**src/rtl/tcq_pkg.sv**
```systemverilog
package tcq_pkg;

    typedef enum logic [1:0] {
        Q_EMPTY = 2'd0,
        Q_PART  = 2'd1,
        Q_FULL  = 2'd2
    } q_state_e;

    typedef enum logic [1:0] {
        SEL_WPTR   = 2'd0,
        SEL_RPTR   = 2'd1,
        SEL_COUNT  = 2'd2,
        SEL_STATUS = 2'd3
    } reg_sel_e;

endpackage

```
**src/rtl/tcq_ptr.sv**
```systemverilog
// Downward-counting queue pointer held as a negative offset from the base.
module tcq_ptr #(
    parameter int PTR_W = 5,
    parameter int DEPTH = 16
) (
    input  logic             clk,
    input  logic             rst,
    input  logic             step,
    output logic [PTR_W-1:0] ptr
);
    localparam int               WRAP_I  = (1 << PTR_W) - DEPTH;
    localparam logic [PTR_W-1:0] WRAP_AT = WRAP_I[PTR_W-1:0];

    logic [PTR_W-1:0] ptr_dec;
    logic [PTR_W-1:0] ptr_nxt;

    always_comb begin
        ptr_dec = ptr - PTR_W'(1);
        if (ptr_dec == WRAP_AT) begin
            ptr_nxt = '0;
        end else begin
            ptr_nxt = ptr_dec;
        end
    end

    always_ff @(posedge clk) begin
        if (rst) begin
            ptr <= '0;
        end else if (step) begin
            ptr <= ptr_nxt;
        end
    end
endmodule

```
**src/rtl/tcq_ctrl.sv**
```systemverilog
// Occupancy state machine, count and overflow tracking.
module tcq_ctrl
    import tcq_pkg::*;
#(
    parameter int PTR_W = 5,
    parameter int DEPTH = 16,
    parameter int CNT_W = $clog2(DEPTH + 1)
) (
    input  logic             clk,
    input  logic             rst,
    input  logic             push_req,
    input  logic             pop_req,
    input  logic [PTR_W-1:0] wr_ptr,
    input  logic [PTR_W-1:0] rd_ptr,
    output logic             push_ok,
    output logic             pop_ok,
    output logic             drop,
    output q_state_e         state,
    output logic [CNT_W-1:0] count,
    output logic             ovf
);
    localparam logic [CNT_W-1:0] CNT_FULL = CNT_W'(DEPTH);
    localparam logic [CNT_W-1:0] CNT_ALMOST = CNT_W'(DEPTH - 1);
    localparam logic [CNT_W-1:0] CNT_ONE = CNT_W'(1);
    localparam logic [PTR_W:0]   DEPTH_X = (PTR_W + 1)'(DEPTH);

    q_state_e         state_nxt;
    logic [PTR_W-1:0] idx_w;
    logic [PTR_W-1:0] idx_r;
    logic [PTR_W:0]   diff;

    // Occupancy from pointer distance; full needs the state to disambiguate.
    always_comb begin
        idx_w = '0 - wr_ptr;
        idx_r = '0 - rd_ptr;
        diff  = {1'b0, idx_w} - {1'b0, idx_r};
        if (diff[PTR_W]) begin
            diff = diff + DEPTH_X;
        end
        if (state == Q_FULL) begin
            count = CNT_FULL;
        end else begin
            count = CNT_W'(diff);
        end
    end

    // State register
    always_ff @(posedge clk) begin
        if (rst) begin
            state <= Q_EMPTY;
        end else begin
            state <= state_nxt;
        end
    end

    // Next state
    always_comb begin
        state_nxt = state;
        unique case (state)
            Q_EMPTY: begin
                if (push_ok) begin                            // T_FIRST
                    state_nxt = (DEPTH == 1) ? Q_FULL : Q_PART;
                end
            end
            Q_PART: begin
                if (push_ok && !pop_ok && count == CNT_ALMOST) begin
                    state_nxt = Q_FULL;                       // T_FILL
                end else if (pop_ok && !push_ok && count == CNT_ONE) begin
                    state_nxt = Q_EMPTY;                      // T_LAST
                end
            end
            Q_FULL: begin
                if (pop_ok) begin                             // T_UNFULL
                    state_nxt = (DEPTH == 1) ? Q_EMPTY : Q_PART;
                end
            end
            default: state_nxt = Q_EMPTY;
        endcase
    end

    // Outputs decided from the state held at the start of the cycle
    always_comb begin
        push_ok = 1'b0;
        pop_ok  = 1'b0;
        drop    = 1'b0;
        unique case (state)
            Q_EMPTY: begin
                push_ok = push_req;
            end
            Q_PART: begin
                push_ok = push_req;
                pop_ok  = pop_req;
            end
            Q_FULL: begin
                pop_ok = pop_req;
                drop   = push_req;
            end
            default: begin
                push_ok = 1'b0;
            end
        endcase
    end

    always_ff @(posedge clk) begin
        if (rst) begin
            ovf <= 1'b0;
        end else if (drop) begin
            ovf <= 1'b1;
        end
    end
endmodule

```
**src/rtl/tcq_memwr.sv**
```systemverilog
// Registered single-cycle write request into the shared SRAM.
module tcq_memwr #(
    parameter int PTR_W = 5,
    parameter int AW    = 16,
    parameter int DW    = 16
) (
    input  logic             clk,
    input  logic             rst,
    input  logic             push_ok,
    input  logic [PTR_W-1:0] wr_ptr,
    input  logic [AW-1:0]    base,
    input  logic [DW-1:0]    desc,
    output logic             mem_we,
    output logic [AW-1:0]    mem_addr,
    output logic [DW-1:0]    mem_wdata
);
    logic [AW-1:0] offs;
    logic [AW-1:0] slot_addr;

    always_comb begin
        offs      = {{(AW - PTR_W){wr_ptr[PTR_W-1]}}, wr_ptr};
        slot_addr = base + (offs << 1);
    end

    always_ff @(posedge clk) begin
        if (rst) begin
            mem_we    <= 1'b0;
            mem_addr  <= '0;
            mem_wdata <= '0;
        end else begin
            mem_we <= push_ok;
            if (push_ok) begin
                mem_addr  <= slot_addr;
                mem_wdata <= desc;
            end
        end
    end
endmodule

```
**src/rtl/tcq_regrd.sv**
```systemverilog
// Register read mux with registered result.
module tcq_regrd
    import tcq_pkg::*;
#(
    parameter int PTR_W = 5,
    parameter int CNT_W = 5,
    parameter int RD_W  = 8
) (
    input  logic             clk,
    input  logic             rst,
    input  logic             rd_en,
    input  reg_sel_e         sel,
    input  logic [PTR_W-1:0] wr_ptr,
    input  logic [PTR_W-1:0] rd_ptr,
    input  logic [CNT_W-1:0] count,
    input  logic             ovf,
    input  logic             flag,
    output logic [RD_W-1:0]  rd_data
);
    logic [RD_W-1:0] rd_mux;

    always_comb begin
        unique case (sel)
            SEL_WPTR:   rd_mux = {{(RD_W - PTR_W){wr_ptr[PTR_W-1]}}, wr_ptr};
            SEL_RPTR:   rd_mux = {{(RD_W - PTR_W){rd_ptr[PTR_W-1]}}, rd_ptr};
            SEL_COUNT:  rd_mux = {{(RD_W - CNT_W){1'b0}}, count};
            SEL_STATUS: rd_mux = {{(RD_W - 2){1'b0}}, ovf, flag};
            default:    rd_mux = '0;
        endcase
    end

    always_ff @(posedge clk) begin
        if (rst) begin
            rd_data <= '0;
        end else if (rd_en) begin
            rd_data <= rd_mux;
        end
    end
endmodule

```
**src/rtl/tcq_fifo.sv**
```systemverilog
// Transaction-complete address queue, top level.
module tcq_fifo
    import tcq_pkg::*;
#(
    parameter int PTR_W = 5,
    parameter int DEPTH = 16,
    parameter int AW    = 16,
    parameter int DW    = 16,
    parameter int RD_W  = 8
) (
    input  logic            clk,
    input  logic            rst,
    input  logic            xfer_done,
    input  logic [DW-1:0]   xfer_desc,
    input  logic [AW-1:0]   tbl_base,
    input  logic            rd_en,
    input  logic [1:0]      rd_sel,
    output logic [RD_W-1:0] rd_data,
    output logic            mem_we,
    output logic [AW-1:0]   mem_addr,
    output logic [DW-1:0]   mem_wdata,
    output logic            trn_flag
);
    localparam int CNT_W = $clog2(DEPTH + 1);

    reg_sel_e         sel_e;
    logic             pop_req;
    logic             push_ok;
    logic             pop_ok;
    logic             drop;
    logic             ovf_q;
    q_state_e         q_state;
    logic [CNT_W-1:0] q_count;
    logic [PTR_W-1:0] wr_ptr;
    logic [PTR_W-1:0] rd_ptr;

    assign sel_e    = reg_sel_e'(rd_sel);
    assign pop_req  = rd_en && (sel_e == SEL_RPTR);
    assign trn_flag = (q_state != Q_EMPTY);

    tcq_ptr #(.PTR_W(PTR_W), .DEPTH(DEPTH)) wp_i (
        .clk  (clk),
        .rst  (rst),
        .step (push_ok),
        .ptr  (wr_ptr)
    );

    tcq_ptr #(.PTR_W(PTR_W), .DEPTH(DEPTH)) rp_i (
        .clk  (clk),
        .rst  (rst),
        .step (pop_ok),
        .ptr  (rd_ptr)
    );

    tcq_ctrl #(.PTR_W(PTR_W), .DEPTH(DEPTH), .CNT_W(CNT_W)) ctrl_i (
        .clk      (clk),
        .rst      (rst),
        .push_req (xfer_done),
        .pop_req  (pop_req),
        .wr_ptr   (wr_ptr),
        .rd_ptr   (rd_ptr),
        .push_ok  (push_ok),
        .pop_ok   (pop_ok),
        .drop     (drop),
        .state    (q_state),
        .count    (q_count),
        .ovf      (ovf_q)
    );

    tcq_memwr #(.PTR_W(PTR_W), .AW(AW), .DW(DW)) memwr_i (
        .clk       (clk),
        .rst       (rst),
        .push_ok   (push_ok),
        .wr_ptr    (wr_ptr),
        .base      (tbl_base),
        .desc      (xfer_desc),
        .mem_we    (mem_we),
        .mem_addr  (mem_addr),
        .mem_wdata (mem_wdata)
    );

    tcq_regrd #(.PTR_W(PTR_W), .CNT_W(CNT_W), .RD_W(RD_W)) regrd_i (
        .clk     (clk),
        .rst     (rst),
        .rd_en   (rd_en),
        .sel     (sel_e),
        .wr_ptr  (wr_ptr),
        .rd_ptr  (rd_ptr),
        .count   (q_count),
        .ovf     (ovf_q),
        .flag    (trn_flag),
        .rd_data (rd_data)
    );
endmodule

```
**config.mk**
```make
export PLATFORM = sky130hd
export DESIGN_NAME = tcq_fifo
export DESIGN_NICKNAME = d
export VERILOG_FILES = /design/src/rtl/tcq_pkg.sv /design/src/rtl/tcq_ptr.sv /design/src/rtl/tcq_ctrl.sv /design/src/rtl/tcq_memwr.sv /design/src/rtl/tcq_regrd.sv /design/src/rtl/tcq_fifo.sv
export SDC_FILE = /design/constraint.sdc
export NUM_CORES = 1
export LEC_CHECK = 0
export BUFFER_PORTS_ARGS = -buffer_cell sky130_fd_sc_hd__buf_2
export CAP_MARGIN = 5
export CORE_ASPECT_RATIO = 1.1
export CORE_UTILIZATION = 59
export DETAILED_ROUTE_END_ITERATION = 10
export PLACE_DENSITY_LB_ADDON = 0.08
export SYNTH_ARGS = -nofsm -noshare
export SYNTH_HDL_FRONTEND = slang
export SYNTH_HIERARCHICAL = 1
export SYNTH_SLANG_ARGS = --single-unit
export TNS_END_PERCENT = 5
```
**constraint.sdc**
```tcl
create_clock -name clk -period 4.62 [get_ports clk]
set_clock_uncertainty 0.15 [all_clocks]
set_input_delay 0.231 -clock clk [delete_from_list [all_inputs] [get_ports clk]]
set_output_delay 0.231 -clock clk [all_outputs]
set_load 0.05 [all_outputs]
```
==> qor.yml, run 1 <==
run_status:
  status: "completed"
critical_path:
  crit_type: "reg -> reg"
  end_kind: "flop"
  worstPathArrival_ns: 3.20
  cp_max_fo: 9
  required_ns: 4.67
  worstSetupStartpointType: "flop"
  reg2reg_slack_ns: 1.47
route:
  drcViolationCount: 0
  routedWlPerCell_um: 14.5
  vias_per_cell: 5.70
  via_count: 3127
  drt-initial-drc-count: 128
  wl_um: 7950
  dr.pass1.iters: 5
  antenna_left: 0
sta:
  drv_slew: 0
  fin_setup_tns_ns: 0
  hold_viol_final: 0
  relSlewSlack_pct: 51.3
  fmax_ghz: 0.317
  rsz0062_at_grt: "false"
  period_share_pct: 68.2
  min_period_ns: 3.15
  tightest_slew_ns: 0.729
  setup_viol: 0
floorplanning:
  design.core.area_um2: 5730
  die_h_um: 82.8
  die_x_um: 75.5
  initial_core_util_pct: 61.1
  rows: 29
  ios: 80
  dieArea_um2: 6250
cells_and_area:
  multi_input_area_um2: 2290
  syn_to_final_growth_pct: 14.9
  final_cell_area_um2: 4020
  antennaDiodeCount: 0
  drive_above_1_share_pct: 23.5
  fillers: 524
  regArea_um2: 1040
  stdcell_count: 549
  final_net_count: 540
clock_tree:
  cts_resized: 0
  cts_buffer_depth: 2
  cts_tree: "built"
  clk_latency_ns: 0.31
  cts.sink_count: 52
  cts-root-buf: "clkbuf_8"
  htreeDepth: 2
  numCtsBuffers: 5
  clk_pin_slew_ns: 0.10
placed_design:
  place_area_um2: 3910
  port_buffers: 79
  gp_congestion: 0.851
  hpwl_um: 5890
  dp.cells: 539
yosys:
  synth_fp_nets: 467
  netlist_area_um2: 3500
  yosys-top-cells-area: "dfxtp_1, ha_1, mux2i_1"
  synth.avg_cell_area_um2: 8.80
  synth_edf_count: 0
  synth_seq_cells: 52
  synth_seq_area_share_pct: 29.7
  yosysWarnings: 6
  ys_dominant_reg_cell: "dfxtp_1"
  synth_top_area_share_pct: 29.7
  synth_common_cells: "nor2_1, dfxtp_1, ha_1, mux2i_1, inv_1"
  yosysUniqueCellTypes: 66
  syn_inst: 398
  ys_async_sr_fraction_pct: 0
  synth_area_leader_cell: "dfxtp_1"
  yosysMostFrequentCell: "nor2_1"
power_and_ir_drop:
  power_frac_seq_pct: 24.4
  p_sw_mw: 1.33
  power_leakage_nw: 1.89
  clkPwrFrac_pct: 10.1
  swShare_pct: 49.7
  peakVddDrop_uv: 569
  power.density_nw_per_um2: 664
  pwr-share-comb_pct: 65.5
  internal-power_mw: 1.34
grt:
  antenna_found_initial: 0
  grt_use_total_pct: 26.3
  grt_pass1_vias: 2855
  grt_max_degree: 50
  grt_pass1_wl_um: 12900
  grt_remaining_overflow: 0
flow_run:
  cap_viol_max_count: 0
worst_hold_path:
  hp-class: "in -> reg"
[worst max-delay path, cell delays in order, from the launching register on]
cell     delay, ns
dfxtp_1       0.49
inv_1         0.11
ha_1          0.35
fa_1          0.51
xnor2_1       0.17
nor2_1        0.10
or4_1         0.51
mux2i_1       0.17
a31oi_1       0.14
mux2_1        0.34
[final timing paths]
path	from	endpoint	depth (start not counted)
worst max-delay path	wp_i/ptr[0]	ctrl_i/state[0]	9
worst min-delay path	xfer_desc[7]	memwr_i/mem_wdata[7]	3
worst max register to register	wp_i/ptr[0]	ctrl_i/state[0]	9
worst min register to register	memwr_i/mem_addr[8]	memwr_i/mem_addr[8]	1
[sequential cells by signal (all words and copies together) (netlist names)]
register           count
memwr_i/mem_wdata     16
ctrl_i/ovf             1
memwr_i/mem_we         1
ctrl_i/state           2
wp_i/ptr               5
memwr_i/mem_addr      16
regrd_i/rd_data        6
rp_i/ptr               5
[per-stage QoR]
step	total power, mW	utilization, %	hold slack, ns	worst slack [ns]
3_3_place_gp	2.37	68.2	0.295	1.59
2_1_floorplan	2.06	-	0.153	1.77
3_5_place_dp	2.40	68.2	0.303	1.52
4_1_cts	2.68	70.2	0.00102	1.49
5_1_grt	2.88	70.2	0.00461	1.29
6_report	2.67	70.2	0.00342	1.47
[cell usage in the layout, fill, tap and decap left out, types with 3 or more instances in the layout]
master and count:
buf_2 79, nor2_1 57, dfxtp_1 52, mux2i_1 29
ha_1 29, inv_1 19, nand2_1 17, a21oi_1 17
xnor2_1 13, nor3_1 13, o21ai_0 12, xor2_1 8
nand2b_1 7, nand4_1 7, a211oi_1 7, nand3_1 6
clkbuf_8 5, o211ai_1 5, nand4b_1 4, nor3b_1 4
a21o_1 4, nand3b_1 4, and2b_2 3, nor2b_1 3
a211o_1 3, or4_1 3
[per-layer routing]
metal	GRT usage [%]	routed length [um]	part of all wire, %
met5	0	0	0
met4	7.41	134	1.7
met3	2.91	227	2.9
met2	49.4	4170	52
met1	29.9	3420	43
[logic make-up after synthesis]
family | Yosys count | share of synthesized area, %
XOR/XNOR | 21 | 5.25
multiplexers | 32 | 9.90
AO/OA/AOI/OAI | 79 | 16.6
flip-flops | 52 | 29.7
AND/OR/NAND/NOR | 147 | 22.1
buffers and inverters | 36 | 4.86
adder cells (fa/ha/maj) | 31 | 11.5
[final cells by class]
class                      instances  share of cell area, %
multi-input combinational        310                   57.0
sequential                        52                   25.9
timing repair buffer              83                   10.7
tap                               77                   2.40
inverter                          19                   1.77
clock buffer                       5                   1.71
clock inverter                     3                  0.560
[power by group through the flow]
stage | clock network [mW] | registers, mW | logic (mW)
global route | 0.295 | 0.669 | 1.91
detailed placement | 0 | 0.663 | 1.74
finish | 0.269 | 0.653 | 1.75
CTS | 0.277 | 0.653 | 1.75
global placement | 0 | 0.657 | 1.72
floorplan | 0 | 0.901 | 1.16
[repair_timing]
action	4_1_cts	5_1_grt
hold endpoints to repair	2	0
buffers inserted	0	0
hold buffers	2	0
(Power assumes the default switching activity.)
==> inputs of run 2 (changes only) <==
--- a/config.mk
+++ b/config.mk
@@ -5,10 +5,11 @@
 export SDC_FILE = /design/constraint.sdc
 export NUM_CORES = 1
 export LEC_CHECK = 0
+export ABC_AREA = 1
 export BUFFER_PORTS_ARGS = -buffer_cell sky130_fd_sc_hd__buf_2
 export CAP_MARGIN = 5
 export CORE_ASPECT_RATIO = 1.1
-export CORE_UTILIZATION = 59
+export CORE_UTILIZATION = 50
 export DETAILED_ROUTE_END_ITERATION = 10
 export PLACE_DENSITY_LB_ADDON = 0.08
 export SYNTH_ARGS = -nofsm -noshare
==> constraint.sdc (replaced) <==
create_clock -name clk -period 2.7 [get_ports clk]
set_clock_uncertainty 0.15 [all_clocks]
set_input_delay 0.135 -clock clk [delete_from_list [all_inputs] [get_ports clk]]
set_output_delay 0.135 -clock clk [all_outputs]
set_load 0.05 [all_outputs]
==> run 2 against run 1 <==
Effect of this change: critical path type unchanged; clock power increased by 86%; combinational power decreased by 13%; highest routed layer unchanged; register-to-register slack got worse by 1.2 ns; non-clock buffer count increased by 25; sequential power increased by 39%; wire length increased by 14%; area after synthesis increased by 7.6%; via count increased by 23%; global-route usage decreased by 2.3 points; critical endpoint unchanged; worst hold slack improved by 0.033 ns; fmax increased by 30%; largest cell class unchanged; flip-flop and latch count unchanged.
==> qor.yml, run 2 <==
power_and_ir_drop:
  power.total_mw: 2.93  # was 2.67 mW
  power_leakage_nw: 2.52  # was 1.89 nW
  peakVddDrop_uv: 390  # was 569 uV
  power.density_nw_per_um2: 643  # was 664 nW/um2
cells_and_area:
  drive_above_1_share_pct: 21.8  # was 23.5%
  regArea_um2: 1040  # about the same
  syn_to_final_growth_pct: 21.0  # was 14.9%
  final_common_cell: "nand2_1"  # was buf_2
  antennaDiodeCount: 0  # unchanged
  mostFrequentLayoutCells: "nand2_1, inv_1, nor2_1"  # was buf_2, nor2_1, dfxtp_1
  fillers: 669  # was 524
  reg_top3: "memwr_i/mem_addr: 16 flops, memwr_i/mem_wdata: 16 flops, regrd_i/rd_data: 6 flops"  # unchanged
  final_net_count: 755  # was 540
  multi_input_area_um2: 2260  # was 2290 um2
yosys:
  yosysMostFrequentCell: "nand2_1"  # was nor2_1
  synth_edf_count: 0  # unchanged
  synth_top_area_share_pct: 27.6  # was 29.7%
  synth_area_leader_cell: "dfxtp_1"  # unchanged
  syn_inst: 584  # was 398
  netlist_area_um2: 3770  # was 3500 um2
  synth_common_cells: "nand2_1, inv_1, nor2_1"  # was nor2_1, dfxtp_1, ha_1, mux2i_1, inv_1
  yosysUniqueCellTypes: 32  # was 66
  synth.avg_cell_area_um2: 6.45  # was 8.80 um2
  ys_async_sr_fraction_pct: 0  # unchanged
  synth_fp_nets: 653  # was 467
  ys_dominant_reg_cell: "dfxtp_1"  # unchanged
  synth_seq_cells: 52  # unchanged
  yosysWarnings: 6  # unchanged
  yosys-top-cells-area: "dfxtp_1, nand2_1, inv_1"  # was dfxtp_1, ha_1, mux2i_1
  synth_seq_area_share_pct: 27.6  # was 29.7%
critical_path:
  crit_family: "simple AND/OR/NAND/NOR gates"  # was adder cells
  worstSetupStartpointType: "flop"  # unchanged
  crit_type: "reg -> reg"  # unchanged
  cp_common_cell: "nand2_1"
  end_kind: "flop"  # unchanged
  critPathBufInv: 2  # was 1
  slowest_stage: "dfxtp_1"  # was fa_1
  path_cells: "inv_1 -> ha_1 -> nand2_1 -> xnor2_1 -> inv_1 -> ha_1 -> a21oi_1 -> nand3_2 -> nand2_1 -> nand2_1 -> nor2_2 -> nand2_1 -> nand3_2 -> nand2_1 -> nand2_1 -> a21oi_2"  # was inv_1 -> ha_1 -> fa_1 -> xnor2_1 -> nor2_1 -> or4_1 -> mux2i_1 -> a31oi_1 -> mux2_1
  max_stage_delay_ns: 0.39  # was 0.51 ns
  cp_max_fo: 4  # was 9
  cp.depth: 16  # was 9
  required_ns: 2.75  # was 4.67 ns
  worstPathArrival_ns: 2.46  # was 3.20 ns
  r2r_cells: 16  # was 9
floorplanning:
  design.core.area_um2: 7170  # was 5730 um2
  rows: 32  # was 29
  die_x_um: 84.8  # was 75.5 um
  initial_core_util_pct: 52.6  # was 61.1%
  dieArea_um2: 7890  # was 6250 um2
  die_h_um: 93.0  # was 82.8 um
  ios: 80  # unchanged
route:
  routedWlPerCell_um: 11.8  # was 14.5 um
  via_count: 3832  # was 3127
  drt-initial-drc-count: 114  # was 128
  drcViolationCount: 0  # unchanged
  vias_per_cell: 4.96  # was 5.70
  wl_um: 9080  # was 7950 um
  dr.pass1.iters: 5  # unchanged
  antenna_left: 0  # unchanged
clock_tree:
  cts.sink_count: 52  # unchanged
  cts_buffer_depth: 2  # unchanged
  numCtsBuffers: 5  # unchanged
  clk_pin_slew_ns: 0.11  # was 0.10 ns
  htreeDepth: 2  # unchanged
  cts_tree: "built"  # unchanged
  clk_latency_ns: 0.32  # was 0.31 ns
  cts_setup_buffers: 0  # unchanged
  cts-root-buf: "clkbuf_8"  # unchanged
worst_hold_path:
  whs_path_depth: 4  # was 3
  hp-class: "in -> reg"  # unchanged
sta:
  relSlewSlack_pct: 62.4  # was 51.3%
  hold_ws_ns: 0.0365  # was 0.00342 ns
  tightest_slew_ns: 0.564  # was 0.729 ns
  drv_slew: 0  # unchanged
  period_share_pct: 89.5  # was 68.2%
  rsz0062_at_grt: "false"  # unchanged
  min_period_ns: 2.42  # was 3.15 ns
  setup_viol: 0  # unchanged
  fin_setup_tns_ns: 0  # unchanged
  hold_viol_final: 0  # unchanged
  fmax_ghz: 0.414  # was 0.317 GHz
grt:
  grt_max_degree: 48  # was 50
  use_met1_pct: 26.9  # was 29.9%
  met3_usage_pct: 3.27  # was 2.91%
  met2_usage_pct: 45.5  # was 49.4%
  busiest_layer: "met2"  # unchanged
  grt_pass1_vias: 3660  # was 2855
  grt_use_total_pct: 23.9  # was 26.3%
  grt_pass1_wl_um: 15500  # was 12900 um
  antenna_found_initial: 0  # unchanged
  grt_remaining_overflow: 0  # unchanged
placed_design:
  hpwl_um: 6710  # was 5890 um
  gp_congestion: 0.856  # was 0.851
  port_buffers: 79  # unchanged
flow_run:
  cap_viol_max_count: 0  # unchanged
run_status:
  status: "completed"  # unchanged
## run 2: metal layers
metal  vias to the layer above  part of all wire (%)  wire length, um
met5                         -                     0                0
met4                         0                   2.8              251
met3                        23                   3.2              291
met2                        67                    51             4590
met1                      1724                    43             3950
li1                       2018                     -                -
## run 2: worst paths after layout
check	to	slack [ns]	startpoint
setup / recovery	ctrl_i/state[0]	0.28	wp_i/ptr[1]
hold / removal	memwr_i/mem_addr[1]	0.04	tbl_base[1]
setup reg to reg	ctrl_i/state[0]	0.28	wp_i/ptr[1]
hold reg to reg	regrd_i/rd_data[2]	0.33	regrd_i/rd_data[2]
## run 2: through the flow
step / utilization (%) / setup WS, ns / cells / area [um2]
after floorplan: - / 0.352 / 584 / 3770
after global placement: 59.7 / 0.367 / 746 / 4280
after detailed placement: 59.7 / 0.304 / 746 / 4280
after CTS: 63.6 / 0.270 / 772 / 4560
after global routing: 63.6 / 0.0488 / 772 / 4560
final: 63.6 / 0.284 / 772 / 4560
## run 2: layout make-up
| type | count | share of cell area [%] |
|---|---|---|
| well taps | 85 | 2.33 |
| clock buffers | 5 | 1.51 |
| clock inverters | 3 | 0.631 |
| inverters | 105 | 8.70 |
| repair buffers | 108 | 14.4 |
| multi-input cells | 414 | 49.5 |
| flip-flops and latches | 52 | 22.9 |
## run 2: power breakdown
part / leakage [nW] / switching, mW / internal [mW] / total, mW
registers: 0.430 / 0.0521 / 0.858 / 0.910
clock network: 0.0511 / 0.304 / 0.197 / 0.501
logic: 2.04 / 1.02 / 0.499 / 1.52
## run 2: what timing repair did
item,CTS,global route
endpoints found under the setup margin,0,2
gates resized for setup,0,1
endpoints found under the hold margin,18,0
hold buffers,18,0
## run 2: tightest hold or removal path: stages
cell,delay [ns]
buf_2,0.08
ha_1,0.11
nor2_1,0.04
nor2_1,0.10
## run 2: logic make-up (layout without fill, tap and decap cells)
| kind of cell | Yosys count | after routing | share of synthesized area [%] |
|---|---|---|---|
| compound gates | 73 | 73 | 10.9 |
| fa+ha+maj | 31 | 31 | 10.7 |
| buf+inv | 118 | 221 | 12.4 |
| simple gates | 298 | 298 | 35.6 |
| xor+xnor | 12 | 12 | 2.79 |
| flops | 52 | 52 | 27.6 |
==> inputs of run 3 (changes only) <==
--- a/config.mk
+++ b/config.mk
@@ -5,13 +5,13 @@
 export SDC_FILE = /design/constraint.sdc
 export NUM_CORES = 1
 export LEC_CHECK = 0
-export ABC_AREA = 1
 export BUFFER_PORTS_ARGS = -buffer_cell sky130_fd_sc_hd__buf_2
 export CAP_MARGIN = 5
 export CORE_ASPECT_RATIO = 1.1
-export CORE_UTILIZATION = 50
+export CORE_UTILIZATION = 49
 export DETAILED_ROUTE_END_ITERATION = 10
 export PLACE_DENSITY_LB_ADDON = 0.08
+export REMOVE_ABC_BUFFERS = 1
 export SYNTH_ARGS = -nofsm -noshare
 export SYNTH_HDL_FRONTEND = slang
 export SYNTH_HIERARCHICAL = 1
==> run 3 against run 2 <==
Effect of this change: the flow now finishes with violations (setup timing); via count decreased by 13%; final cell count decreased by 24%; wire length decreased by 5.9%; non-clock buffer count increased by 8; setup slack got worse by 0.29 ns; fmax decreased by 11%; critical path type unchanged; critical endpoint unchanged; highest routed layer unchanged.
==> qor.yml, run 3 (synthesis results as in run 1) <==
critical_path:
  required_ns: 2.75  # about the same
  max_stage_delay_ns: 0.49  # was 0.39 ns
  cp_max_fo: 3  # was 4
  crit_type: "reg -> reg"  # unchanged
  cp_common_cell: "inv_2"  # was nand2_1
  worstPathArrival_ns: 2.76  # was 2.46 ns
  worstSetupStartpointType: "flop"  # unchanged
  slowest_stage: "or4_1"  # was dfxtp_1
  path_cells: "inv_2 -> ha_4 -> inv_2 -> fa_2 -> xnor2_2 -> nor2_1 -> or4_1 -> mux2i_1 -> a31oi_2 -> mux2_4"  # was inv_1 -> ha_1 -> nand2_1 -> xnor2_1 -> inv_1 -> ha_1 -> a21oi_1 -> nand3_2 -> nand2_1 -> nand2_1 -> nor2_2 -> nand2_1 -> nand3_2 -> nand2_1 -> nand2_1 -> a21oi_2
  end_kind: "flop"  # unchanged
clock_tree:
  clk_pin_slew_ns: 0.10  # was 0.11 ns
  numCtsBuffers: 5  # unchanged
  cts.sink_count: 52  # unchanged
  cts_tree: "built"  # unchanged
  clk_latency_ns: 0.31  # was 0.32 ns
  cts_setup_buffers: 0  # unchanged
  htreeDepth: 2  # unchanged
  cts-root-buf: "clkbuf_8"  # unchanged
  cts_buffer_depth: 2  # unchanged
route:
  antenna_left: 0  # unchanged
  via_count: 3317  # was 3832
  wl_um: 8540  # was 9080 um
  drcViolationCount: 0  # unchanged
  routedWlPerCell_um: 14.6  # was 11.8 um
  drt-initial-drc-count: 123  # was 114
  vias_per_cell: 5.65  # was 4.96
  dr.pass1.iters: 5  # unchanged
floorplanning:
  ios: 80  # unchanged
  dieArea_um2: 7490  # was 7890 um2
  initial_core_util_pct: 51.9  # was 52.6%
  rows: 31  # was 32
  die_h_um: 90.7  # was 93.0 um
  design.core.area_um2: 6750  # was 7170 um2
  die_x_um: 82.6  # was 84.8 um
cells_and_area:
  final_common_cell: "buf_2"  # was nand2_1
  fillers: 584  # was 669
  final_core_util_pct: 65.4  # was 63.6%
  mostFrequentLayoutCells: "buf_2, nor2_1, dfxtp_1"  # was nand2_1, inv_1, nor2_1
  antennaDiodeCount: 0  # unchanged
  drive_above_1_share_pct: 29.5  # was 21.8%
  reg_top3: "memwr_i/mem_addr: 16 flops, memwr_i/mem_wdata: 16 flops, regrd_i/rd_data: 6 flops"  # unchanged
  final_net_count: 573  # was 755
  final_cell_area_um2: 4410  # was 4560 um2
  syn_to_final_growth_pct: 26.0  # was 21.0%
sta:
  period_share_pct: 100  # was 89.5%
  hold_viol_final: 0  # unchanged
  hold_ws_ns: 0.0409  # was 0.0365 ns
  tightest_slew_ns: 0.540  # was 0.564 ns
  relSlewSlack_pct: 63.8  # was 62.4%
  drv_slew: 0  # unchanged
  setup_slack_ns: -0.00563  # was 0.284 ns
  fmax_ghz: 0.370  # was 0.414 GHz
  rsz0062_at_grt: "true"  # was false
  setup_viol: 1  # was 0
  min_period_ns: 2.71  # was 2.42 ns
grt:
  grt_max_degree: 40  # was 48
  met2_usage_pct: 42.1  # was 45.5%
  met3_usage_pct: 3.23  # was 3.27%
  grt_pass1_wl_um: 13800  # was 15500 um
  grt_remaining_overflow: 0  # unchanged
  grt_pass1_vias: 3085  # was 3660
  grt_use_total_pct: 23.5  # was 23.9%
  antenna_found_initial: 0  # unchanged
  busiest_layer: "met2"  # unchanged
  use_met1_pct: 27.8  # was 26.9%
placed_design:
  dp_slack_ns: -0.0779  # was 0.304 ns
  hpwl_um: 6190  # was 6710 um
  port_buffers: 79  # unchanged
  gp_congestion: 0.823  # was 0.856
  place_area_um2: 4050  # was 4280 um2
run_status:
  status: "finished, violations left"  # was completed
  violations: "setup timing"
flow_run:
  cap_viol_max_count: 0  # unchanged
worst_hold_path:
  hp-class: "in -> reg"  # unchanged
power_and_ir_drop:
  power.total_mw: 5.01  # was 2.93 mW
  power.density_nw_per_um2: 1130  # was 643 nW/um2
  power_leakage_nw: 2.06  # was 2.52 nW
  peakVddDrop_uv: 533  # was 390 uV
run 3: changes by cell type in the layout (fill, tap and decap cells not counted), moves of 16 or more:
cell,change
nand3_1,-41
mux2i_1,+29
nand2_1,-103
inv_1,-82
nand2_2,-16
o21ai_0,-21
nor2_1,-29
run 3: path summary, 6_finish.rpt:
path | from | endpoint | slack, ns | cells after the start
min reg2reg | memwr_i/mem_addr[10] | memwr_i/mem_addr[10] | 0.32 | 1
min | rd_en | regrd_i/rd_data[6] | 0.04 | 3
max | rp_i/ptr[0] | ctrl_i/state[0] | -0.006 | 10
max reg2reg | rp_i/ptr[0] | ctrl_i/state[0] | -0.006 | 10
run 3: routing by layer:
layer	wire, um	up-vias
met3	283	19
met4	177	0
met5	0	-
met1	3650	1577
met2	4440	78
li1	-	1643
run 3: critical path, delay by kind of cell (launching register included):
kind            cells  cell delay (ns)
buf+inv             2             0.09
fa+ha+maj           2             0.68
flops               1             0.36
simple gates        2             0.56
mux                 2             0.50
compound gates      1             0.13
xor+xnor            1             0.13
run 3: layout make-up:
class	instances	area (um2)	area share, %
Inverter	19	71.3	1.62
Sequential cell	52	1040	23.7
Timing Repair Buffer	116	719	16.3
Clock buffer	6	72.6	1.64
Multi-Input combinational cell	310	2390	54.1
Clock inverter	2	16.3	0.368
Tap cell	82	103	2.32
run 3: metrics by stage:
stage | cells | TNS, ns
after global placement | 562 | -0.0318
after CTS | 587 | 0
after detailed placement | 562 | -0.0779
after global routing | 587 | -0.178
after floorplan | 381 | -0.255
final | 587 | -0.00563
run 3: power by group:
group          switching (mW)  internal [mW]  total (mW)
registers               0.114          0.940        1.05
logic                    2.05           1.45        3.51
clock network           0.265          0.185       0.450
total                    2.43           2.58        5.01
run 3: timing repair:
| action | in CTS | in global routing |
|---|---|---|
| endpoints found under the hold margin | 17 | 0 |
| gates resized for setup | 11 | 15 |
| hold buffers | 17 | 0 |
| pin swaps | 4 | 7 |
| setup endpoints to repair | 1 | 3 |
